`config.mk`:
```
export PLATFORM = sky130hd
export DESIGN_NAME = lcell_top
export DESIGN_NICKNAME = d
export VERILOG_FILES = /design/src/rtl/lcell_pkg.sv /design/src/rtl/lcell_cfg_shift.sv /design/src/rtl/lcell_lut_pair.sv /design/src/rtl/lcell_ff.sv /design/src/rtl/lcell_top.sv
export SDC_FILE = /design/constraint.sdc
export NUM_CORES = 1
export LEC_CHECK = 0
export BUFFER_PORTS_ARGS = -buffer_cell sky130_fd_sc_hd__buf_2
export CAP_MARGIN = 20
export CELL_PAD_IN_SITES_DETAIL_PLACEMENT = 1
export CELL_PAD_IN_SITES_GLOBAL_PLACEMENT = 2
export CORE_ASPECT_RATIO = 0.5
export CORE_UTILIZATION = 39
export DETAILED_ROUTE_END_ITERATION = 10
export PLACE_DENSITY_LB_ADDON = 0.12
export SLEW_MARGIN = 20
export SYNTH_ARGS = -nofsm -noshare
export SYNTH_HDL_FRONTEND = slang
export SYNTH_SLANG_ARGS = --single-unit
```
`constraint.sdc`:
```
create_clock -name clk -period 2.2 [get_ports clk]
set_input_delay 0.11 -clock clk [delete_from_list [all_inputs] [get_ports clk]]
set_output_delay 0.11 -clock clk [all_outputs]
set_load 0.02 [all_outputs]
```
`src/rtl/lcell_pkg.sv`:
```
package lcell_pkg;

    localparam int LUT_IN = 3;
    localparam int TAB_W  = 1 << LUT_IN;
    localparam int DIN_W  = LUT_IN + 1;

    typedef struct packed {
        logic out_reg;   // 1: main output shows the stored value
        logic arith;     // 1: carry in replaces the top index bit
        logic sr_val;    // value loaded while set/reset is active
        logic sr_low;    // 1: set/reset active low
        logic ce_low;    // 1: clock enable active low
        logic fall;      // 1: capture on falling edge
    } cell_ctl_t;

    typedef struct packed {
        cell_ctl_t        ctl;
        logic [TAB_W-1:0] s_tab;
        logic [TAB_W-1:0] c_tab;
    } cell_cfg_t;

    localparam int CFG_W = $bits(cell_cfg_t);

    typedef struct packed {
        logic lut;
        logic carry;
    } lut_res_t;

    function automatic logic tab_pick(input logic [TAB_W-1:0] tab,
                                      input logic [LUT_IN-1:0] idx);
        return tab[idx];
    endfunction

    function automatic logic level_on(input logic pin, input logic low);
        return pin ^ low;
    endfunction

endpackage

```
`src/rtl/lcell_cfg_shift.sv`:
```
module lcell_cfg_shift #(
    parameter int W = lcell_pkg::CFG_W
) (
    input  logic         clk,
    input  logic         rst,
    input  logic         shift_en,
    input  logic         shift_din,
    output logic [W-1:0] image,
    output logic         loaded
);
    localparam int CW = $clog2(W + 1);

    logic [CW-1:0] cnt;

    always_ff @(posedge clk) begin
        if (rst) begin
            image <= '0;
            cnt   <= '0;
        end else if (shift_en) begin
            image <= {image[W-2:0], shift_din};
            if (cnt != CW'(W)) begin
                cnt <= cnt + 1'b1;
            end
        end
    end

    assign loaded = (cnt == CW'(W));

endmodule

```
`src/rtl/lcell_lut_pair.sv`:
```
module lcell_lut_pair
    import lcell_pkg::*;
(
    input  cell_cfg_t        cfg,
    input  logic [DIN_W-1:0] din,
    input  logic             cin,
    output lut_res_t         res
);
    logic [LUT_IN-1:0] idx;
    logic              c_bit;
    logic              s_bit;

    always_comb begin
        idx = din[LUT_IN-1:0];
        if (cfg.ctl.arith) begin
            idx[LUT_IN-1] = cin;
        end
        c_bit     = tab_pick(cfg.c_tab, idx);
        s_bit     = tab_pick(cfg.s_tab, idx);
        res.carry = c_bit;
        res.lut   = (cfg.ctl.arith || din[LUT_IN]) ? s_bit : c_bit;
    end

endmodule

```
`src/rtl/lcell_ff.sv`:
```
module lcell_ff
    import lcell_pkg::*;
(
    input  logic      clk,
    input  logic      rst,
    input  logic      enable,
    input  cell_ctl_t ctl,
    input  logic      d,
    input  logic      ce,
    input  logic      sr,
    output logic      q
);
    logic q_rise;
    logic q_fall;
    logic sr_on;
    logic ce_on;

    assign sr_on = level_on(sr, ctl.sr_low);
    assign ce_on = level_on(ce, ctl.ce_low);

    always_ff @(posedge clk) begin
        if (rst) begin
            q_rise <= 1'b0;
        end else if (enable && !ctl.fall) begin
            if (sr_on) begin
                q_rise <= ctl.sr_val;
            end else if (ce_on) begin
                q_rise <= d;
            end
        end
    end

    always_ff @(negedge clk) begin
        if (rst) begin
            q_fall <= 1'b0;
        end else if (enable && ctl.fall) begin
            if (sr_on) begin
                q_fall <= ctl.sr_val;
            end else if (ce_on) begin
                q_fall <= d;
            end
        end
    end

    assign q = ctl.fall ? q_fall : q_rise;

endmodule

```
`src/rtl/lcell_top.sv`:
```
module lcell_top
    import lcell_pkg::*;
(
    input  logic             clk,
    input  logic             rst,
    input  logic             cfg_en,
    input  logic             cfg_din,
    input  logic [DIN_W-1:0] din,
    input  logic             cin,
    input  logic             ce,
    input  logic             sr,
    output logic             lut_out,
    output logic             q_out,
    output logic             cell_out,
    output logic             cout
);
    logic [CFG_W-1:0] image;
    logic             loaded;
    cell_cfg_t        cfg;
    lut_res_t         res;
    logic             q_raw;

    lcell_cfg_shift #(.W(CFG_W)) u_shift (
        .clk       (clk),
        .rst       (rst),
        .shift_en  (cfg_en),
        .shift_din (cfg_din),
        .image     (image),
        .loaded    (loaded)
    );

    assign cfg = cell_cfg_t'(image);

    lcell_lut_pair u_luts (
        .cfg (cfg),
        .din (din),
        .cin (cin),
        .res (res)
    );

    lcell_ff u_ff (
        .clk    (clk),
        .rst    (rst),
        .enable (loaded),
        .ctl    (cfg.ctl),
        .d      (res.lut),
        .ce     (ce),
        .sr     (sr),
        .q      (q_raw)
    );

    assign lut_out  = loaded & res.lut;
    assign cout     = loaded & res.carry;
    assign q_out    = loaded & q_raw;
    assign cell_out = cfg.ctl.out_reg ? q_out : lut_out;

endmodule

```
==> summary.txt, run 1 <==
Starting Density = 42.38%
Ys Warns = 0
Worst vdd ir = 0.3632 mV
Actual slew at the worst max-slew pin = 0.6285 ns
Seq/Total Area, Yosys = 43.94%
Pins Over Slew Limit = 0
Largest net degree at the start of global routing = 29
H-tree depth = 2
Gate Count Post-Synth = 130
Cell variety after synth = 26
Rel. slew slack = 58.10%
Async set-reset flop share out of synthesis = 0%
Finished layout cell area = 1750 um2
Syn nets = 143
HP Class = input port to flop
Detailed Routing Iterations Pass 1 = 7
Drt drc = 2
I/O pin count = 15
Clock share of power = 41.2%
GR Layer Usage met2 = 32.79%
Share of layout cells above drive strength 1 = 33.52%
Most frequent cells in the layout = 31 x nor2_1, 31 x buf_4, 25 x mux2i_1, 25 x dfxtp_1, 13 x buf_2
Worst-Skew Late Latency = 0.35 ns
Psw = 0.0002602 W
Max FO, Critical Path = 2
Final core occ = 56.14%
Comb power frac = 8.4%
Num CTS Buffers = 5
Number of synthesized register bits = 29
Sink Count = 29
Post-route ant nets = 0
Slowest CP cell = mux4_2
GP Congestion = 0.7487
Number of synthesized flops with an enable pin = 0
Fin. Hold Viols = 0
P_leak = 0.8064 nW
Status = finished with violations
Startpoint class of the critical path = flop
NumNets Final = 188
Core Area = 3118 um2
Vias = 1111
Clock-pin slew on the worst setup and hold paths = 0.06 ns
Dpl cell area = 1623 um2
Max incr delay on CP = 0.48 ns
WL/cell = 15.45 um
Sw frac = 24.49%
# rows = 14
Iter 0 DRT Violations = 37
Failing checks = DRC, setup timing
Fin Clk Skew = 0.07050 ns
Die height = 43.16 um
Worst Setup Path Type = flop to flop
Power density cells = 606.9 nW/um2
Via/cell ratio = 5.144
Most used routing layer = met2
# setup viols final = 3
Post-DP HPWL = 2288 um
Post-synthesis average cell area = 10.16 um2
Main synth FF type = dfxtp_1
Internal power = 0.0008021 W
N_diodes = 0
Worst Setup Slack, final = -0.4156 ns
Die width = 84.32 um
Vias in the first global route = 1129
Total GRT Usage = 20.22%
DRT Wirelength = 3338 um
GR Layer Usage met1 = 23.74%
Grt met3 use = 7.782%
Post-synthesis cell area = 1321 um2
Initial antenna violation count = 0
Fill cells = 368
Crit. End Element = flop
CTS Buffer Depth = 2
Remaining global-route overflow = 0
I/O Buffers = 14
CTS tree = done
CTS root buffer = clkbuf_8
Global-route wire length before repair = 5299 um
Die Footprint = 3639 um2
Sequential share of power = 50.4%
Area growth syn-to-layout = 32.48%
Crit-path cells = mux4_2 -> a22o_1 -> o31ai_4 -> a211oi_2
Crit path arrival time = 1.75 ns
MaxCap Viol Count = 0
Critical Path RT = 1.33 ns
Unrepaired setup endpoints after global routing = yes
==> layer usage <==
metal | part of all wire, % | wire length [um] | vias up
met4 | 1.7 | 58 | 0
met1 | 48 | 1601 | 542
met2 | 47 | 1564 | 14
li1 | - | - | 547
met3 | 3.4 | 113 | 8
met5 | 0 | 0 | -
==> synthesized netlist by cell type (all sizes together), types with 2 or more instances <==
cell / instances / area [um2]
xor2: 3 / 26.28
a21oi: 3 / 15.01
xnor2: 3 / 26.28
a311oi: 2 / 17.52
mux4: 4 / 97.59
inv: 2 / 7.510
nand2: 2 / 7.510
dfxtp: 29 / 580.6
and3: 2 / 12.51
clkbuf: 5 / 18.77
buf: 2 / 10.01
o31ai: 2 / 20.02
nand3: 2 / 10.01
nor3: 2 / 10.01
a211oi: 2 / 15.01
nor2: 31 / 116.4
nor3b: 2 / 15.01
mux2i: 25 / 250.2
ha: 2 / 25.02
==> repair_timing <==
action / 4_1_cts / 5_1_grt
resized for setup: 4 / 4
endpoints found under the setup margin: 3 / 3
pin swaps: 1 / 4
buffers inserted: 1 / 2
hold buffers: 0 / 0
==> flip-flops by register name, indices dropped and copies added (netlist names) <==
name           flops
u_ff.q_fall        1
u_ff.q_rise        1
u_shift.cnt        5
u_shift.image     22
==> kinds of logic (layout without fill, tap and decap cells) <==
group                    after synthesis  in the layout  synth area share [%]
AND/OR/NAND/NOR                       45             45                 15.34
adder cells (fa/ha/maj)                2              2                 1.894
multiplexers                          29             29                 26.33
XOR/XNOR                               6              6                 3.978
flip-flops                            29             29                 43.94
buffers and inverters                  9             55                 2.747
AO/OA/AOI/OAI                         10             10                 5.776
==> worst paths after layout <==
path / from / slack [ns] / cells past startpoint / endpoint
max: u_shift.image[3] / -0.42 / 4 / u_ff.q_fall
min reg2reg: u_shift.image[2] / 0.51 / 2 / u_shift.image[3]
max reg2reg: u_shift.image[3] / -0.42 / 4 / u_ff.q_fall
min: cfg_din / 0.08 / 3 / u_shift.image[0]
==> power by group through the flow <==
stage / registers (W) / logic (W) / clock network, W
6_report: 0.000536 / 0.0000888 / 0.000438
5_1_grt: 0.000536 / 0.0000967 / 0.000462
2_1_floorplan: 0.000547 / 0.0000485 / 0.00000569
3_5_place_dp: 0.000547 / 0.0000865 / 0.00000569
4_1_cts: 0.000536 / 0.0000879 / 0.000446
3_3_place_gp: 0.000546 / 0.0000847 / 0.00000569
==> critical path: cells and delay by family (launching register included) <==
kind	cells	cell delay (ns)
AOI/OAI and AO/OA	3	0.66
muxes	1	0.48
DFF	1	0.32
==> cell type report <==
type / count / area [um2] / share of cell area, %
multi-input cells: 92 / 718.2 / 41.03
flip-flops and latches: 29 / 585.6 / 33.45
repair buffers: 45 / 309.0 / 17.66
clock buffers: 8 / 80.08 / 4.575
well taps: 40 / 50.05 / 2.859
clock inverters: 1 / 3.754 / 0.2144
inverters: 1 / 3.754 / 0.2144
==> through the flow <==
stage                     TNS, ns  total power [W]  setup WS [ns]  std cells  hold slack [ns]
after floorplan           -0.3532        0.0006012        -0.3532        130           0.2574
after global placement    -0.4189        0.0006368        -0.4189        205           0.3546
after detailed placement  -0.5237        0.0006392        -0.5237        205           0.3664
after CTS                 -0.7330         0.001069        -0.4067        214          0.07378
after global routing      -0.9993         0.001095        -0.4689        216           0.1042
final                     -0.8502         0.001062        -0.4156        216          0.07665
(Power assumes the default switching activity.)
==> run 2: changes to the inputs <==
SKIP_CTS_REPAIR_TIMING = 1   (was unset)
==> run 2 against run 1 <==
The flow still finishes with violations (DRC, setup timing). Clock skew is 0.0061 ns lower. Cell area is 2.1% lower. Combinational power is 1% lower. Final cell count is 1.4% lower. Via count is 0.45% lower. Largest power group unchanged. Highest routed layer unchanged. Largest cell class unchanged. Power is 0.66% lower. Global-route usage is 0.43 points lower. Critical endpoint unchanged. Worst setup slack better by 0.044 ns. Critical path type unchanged. Utilization is 1.2 points lower. Sequential power hardly changed. First-iteration DRC count is 19% lower.
==> summary.txt, run 2 (synthesis results as in run 1) <==
Status = finished with violations
Failing checks = DRC, setup timing
Fin Clk Skew = 0.06439 ns
Pins Over Slew Limit = 0
Vias in the first global route = 1107
Die Footprint = 3639 um2
CTS tree = done
Fill cells = 368
Critical Path RT = 1.32 ns
MaxCap Viol Count = 0
Most common cell after layout, fill and taps aside = nor2_1
DRT Wirelength = 3163 um
Unrepaired setup endpoints after global routing = yes
Pwr Total = 0.001055 W
I/O Buffers = 14
Max incr delay on CP = 0.48 ns
Die height = 43.16 um
HP Class = input port to flop
Vias = 1106
Top reg by flops = u_shift.image
GP Congestion = 0.7487
Crit. End Element = flop
Drt drc = 2
NumNets Final = 185
Num CTS Buffers = 5
Clock-pin slew on the worst setup and hold paths = 0.06 ns
WL/cell = 14.85 um
Max FFs per register = 22
Biggest regs = u_shift.image: 22 flops, u_shift.cnt: 5 flops
Fin. Hold Viols = 0
CTS root buffer = clkbuf_8
Worst-Skew Late Latency = 0.34 ns
P_leak = 0.7882 nW
Slowest CP cell = mux4_2
# setup viols final = 3
Remaining global-route overflow = 0
Post-route ant nets = 0
Worst vdd ir = 0.3613 mV
Core Area = 3118 um2
Initial antenna violation count = 0
Sink Count = 29
Share of layout cells above drive strength 1 = 29.48%
Crit-path cells = mux4_2 -> a22o_1 -> o31ai_4 -> a211oi_1
I/O pin count = 15
Dpl cell area = 1623 um2
Global-route wire length before repair = 5202 um
Total GRT Usage = 19.79%
Starting Density = 42.38%
Area growth syn-to-layout = 29.73%
Worst Setup Path Type = flop to flop
Max FO, Critical Path = 3
Die width = 84.32 um
Startpoint class of the critical path = flop
Post-DP HPWL = 2288 um
N_diodes = 0
Via/cell ratio = 5.192
Power density cells = 615.7 nW/um2
CTS Buffer Depth = 2
Detailed Routing Iterations Pass 1 = 7
H-tree depth = 2
Rel. slew slack = 58.53%
Finished layout cell area = 1714 um2
Largest net degree at the start of global routing = 29
Crit path arrival time = 1.69 ns
Most frequent cells in the layout = 31 x nor2_1, 29 x buf_4, 29 x dfxtp_1, 25 x mux2i_1, 13 x buf_2
Worst Setup Slack, final = -0.3712 ns
Iter 0 DRT Violations = 30
Actual slew at the worst max-slew pin = 0.6220 ns
# rows = 14
==> run 2: cell count changes in the layout (fill, tap and decap cells not counted) <==
| cell | delta |
|---|---|
| a211oi_2 | -1 |
| a211oi_1 | +1 |
| dfxtp_2 | -4 |
| dfxtp_1 | +4 |
| buf_4 | -2 |
| buf_6 | -1 |
==> run 2: final timing paths <==
path | from | end | slack (ns) | cells past startpoint
setup / recovery | u_shift.image[0] | u_ff.q_fall | -0.37 | 4
hold / removal | cfg_din | u_shift.image[0] | 0.08 | 3
setup reg to reg | u_shift.image[0] | u_ff.q_fall | -0.37 | 4
hold reg to reg | u_shift.cnt[4] | u_shift.cnt[4] | 0.53 | 2
==> run 2: metal layers <==
| metal | track usage [%] | wire length (um) | vias up |
|---|---|---|---|
| li1 | - | - | 544 |
| met3 | 6.420 | 100 | 8 |
| met5 | 0 | 0 | - |
| met4 | 9.310 | 58 | 0 |
| met1 | 24.34 | 1541 | 541 |
| met2 | 31.97 | 1462 | 13 |
==> run 2: through the flow <==
step	util (%)	setup WS, ns	instances	hold WS (ns)	TNS [ns]
after floorplan	-	-0.3532	130	0.2574	-0.3532
after global placement	52.05	-0.4189	205	0.3546	-0.4189
after detailed placement	52.05	-0.5237	205	0.3664	-0.5237
after CTS	54.61	-0.4189	213	0.07393	-0.7428
after global routing	54.98	-0.4385	213	0.1045	-0.8419
final	54.98	-0.3712	213	0.07739	-0.6511
==> run 2: area by class of cell <==
type | count | area (um2) | share of cell area [%]
multi-input combinational | 92 | 713.2 | 41.61
inverter | 1 | 3.754 | 0.2190
clock buffer | 8 | 80.08 | 4.672
timing repair buffer | 42 | 282.8 | 16.50
tap | 40 | 50.05 | 2.920
sequential | 29 | 580.6 | 33.87
clock inverter | 1 | 3.754 | 0.2190
==> run 2: power breakdown <==
| group | switching (W) | total [W] | internal [W] |
|---|---|---|---|
| Clock | 0.000206 | 0.000432 | 0.000227 |
| Sequential | 0.00000380 | 0.000536 | 0.000532 |
| Combinational | 0.0000445 | 0.0000875 | 0.0000429 |
==> run 2: critical path, delay by kind of cell (launching register included) <==
kind | cells | cell delay [ns]
AOI/OAI and AO/OA | 3 | 0.61
DFF | 1 | 0.33
muxes | 1 | 0.48
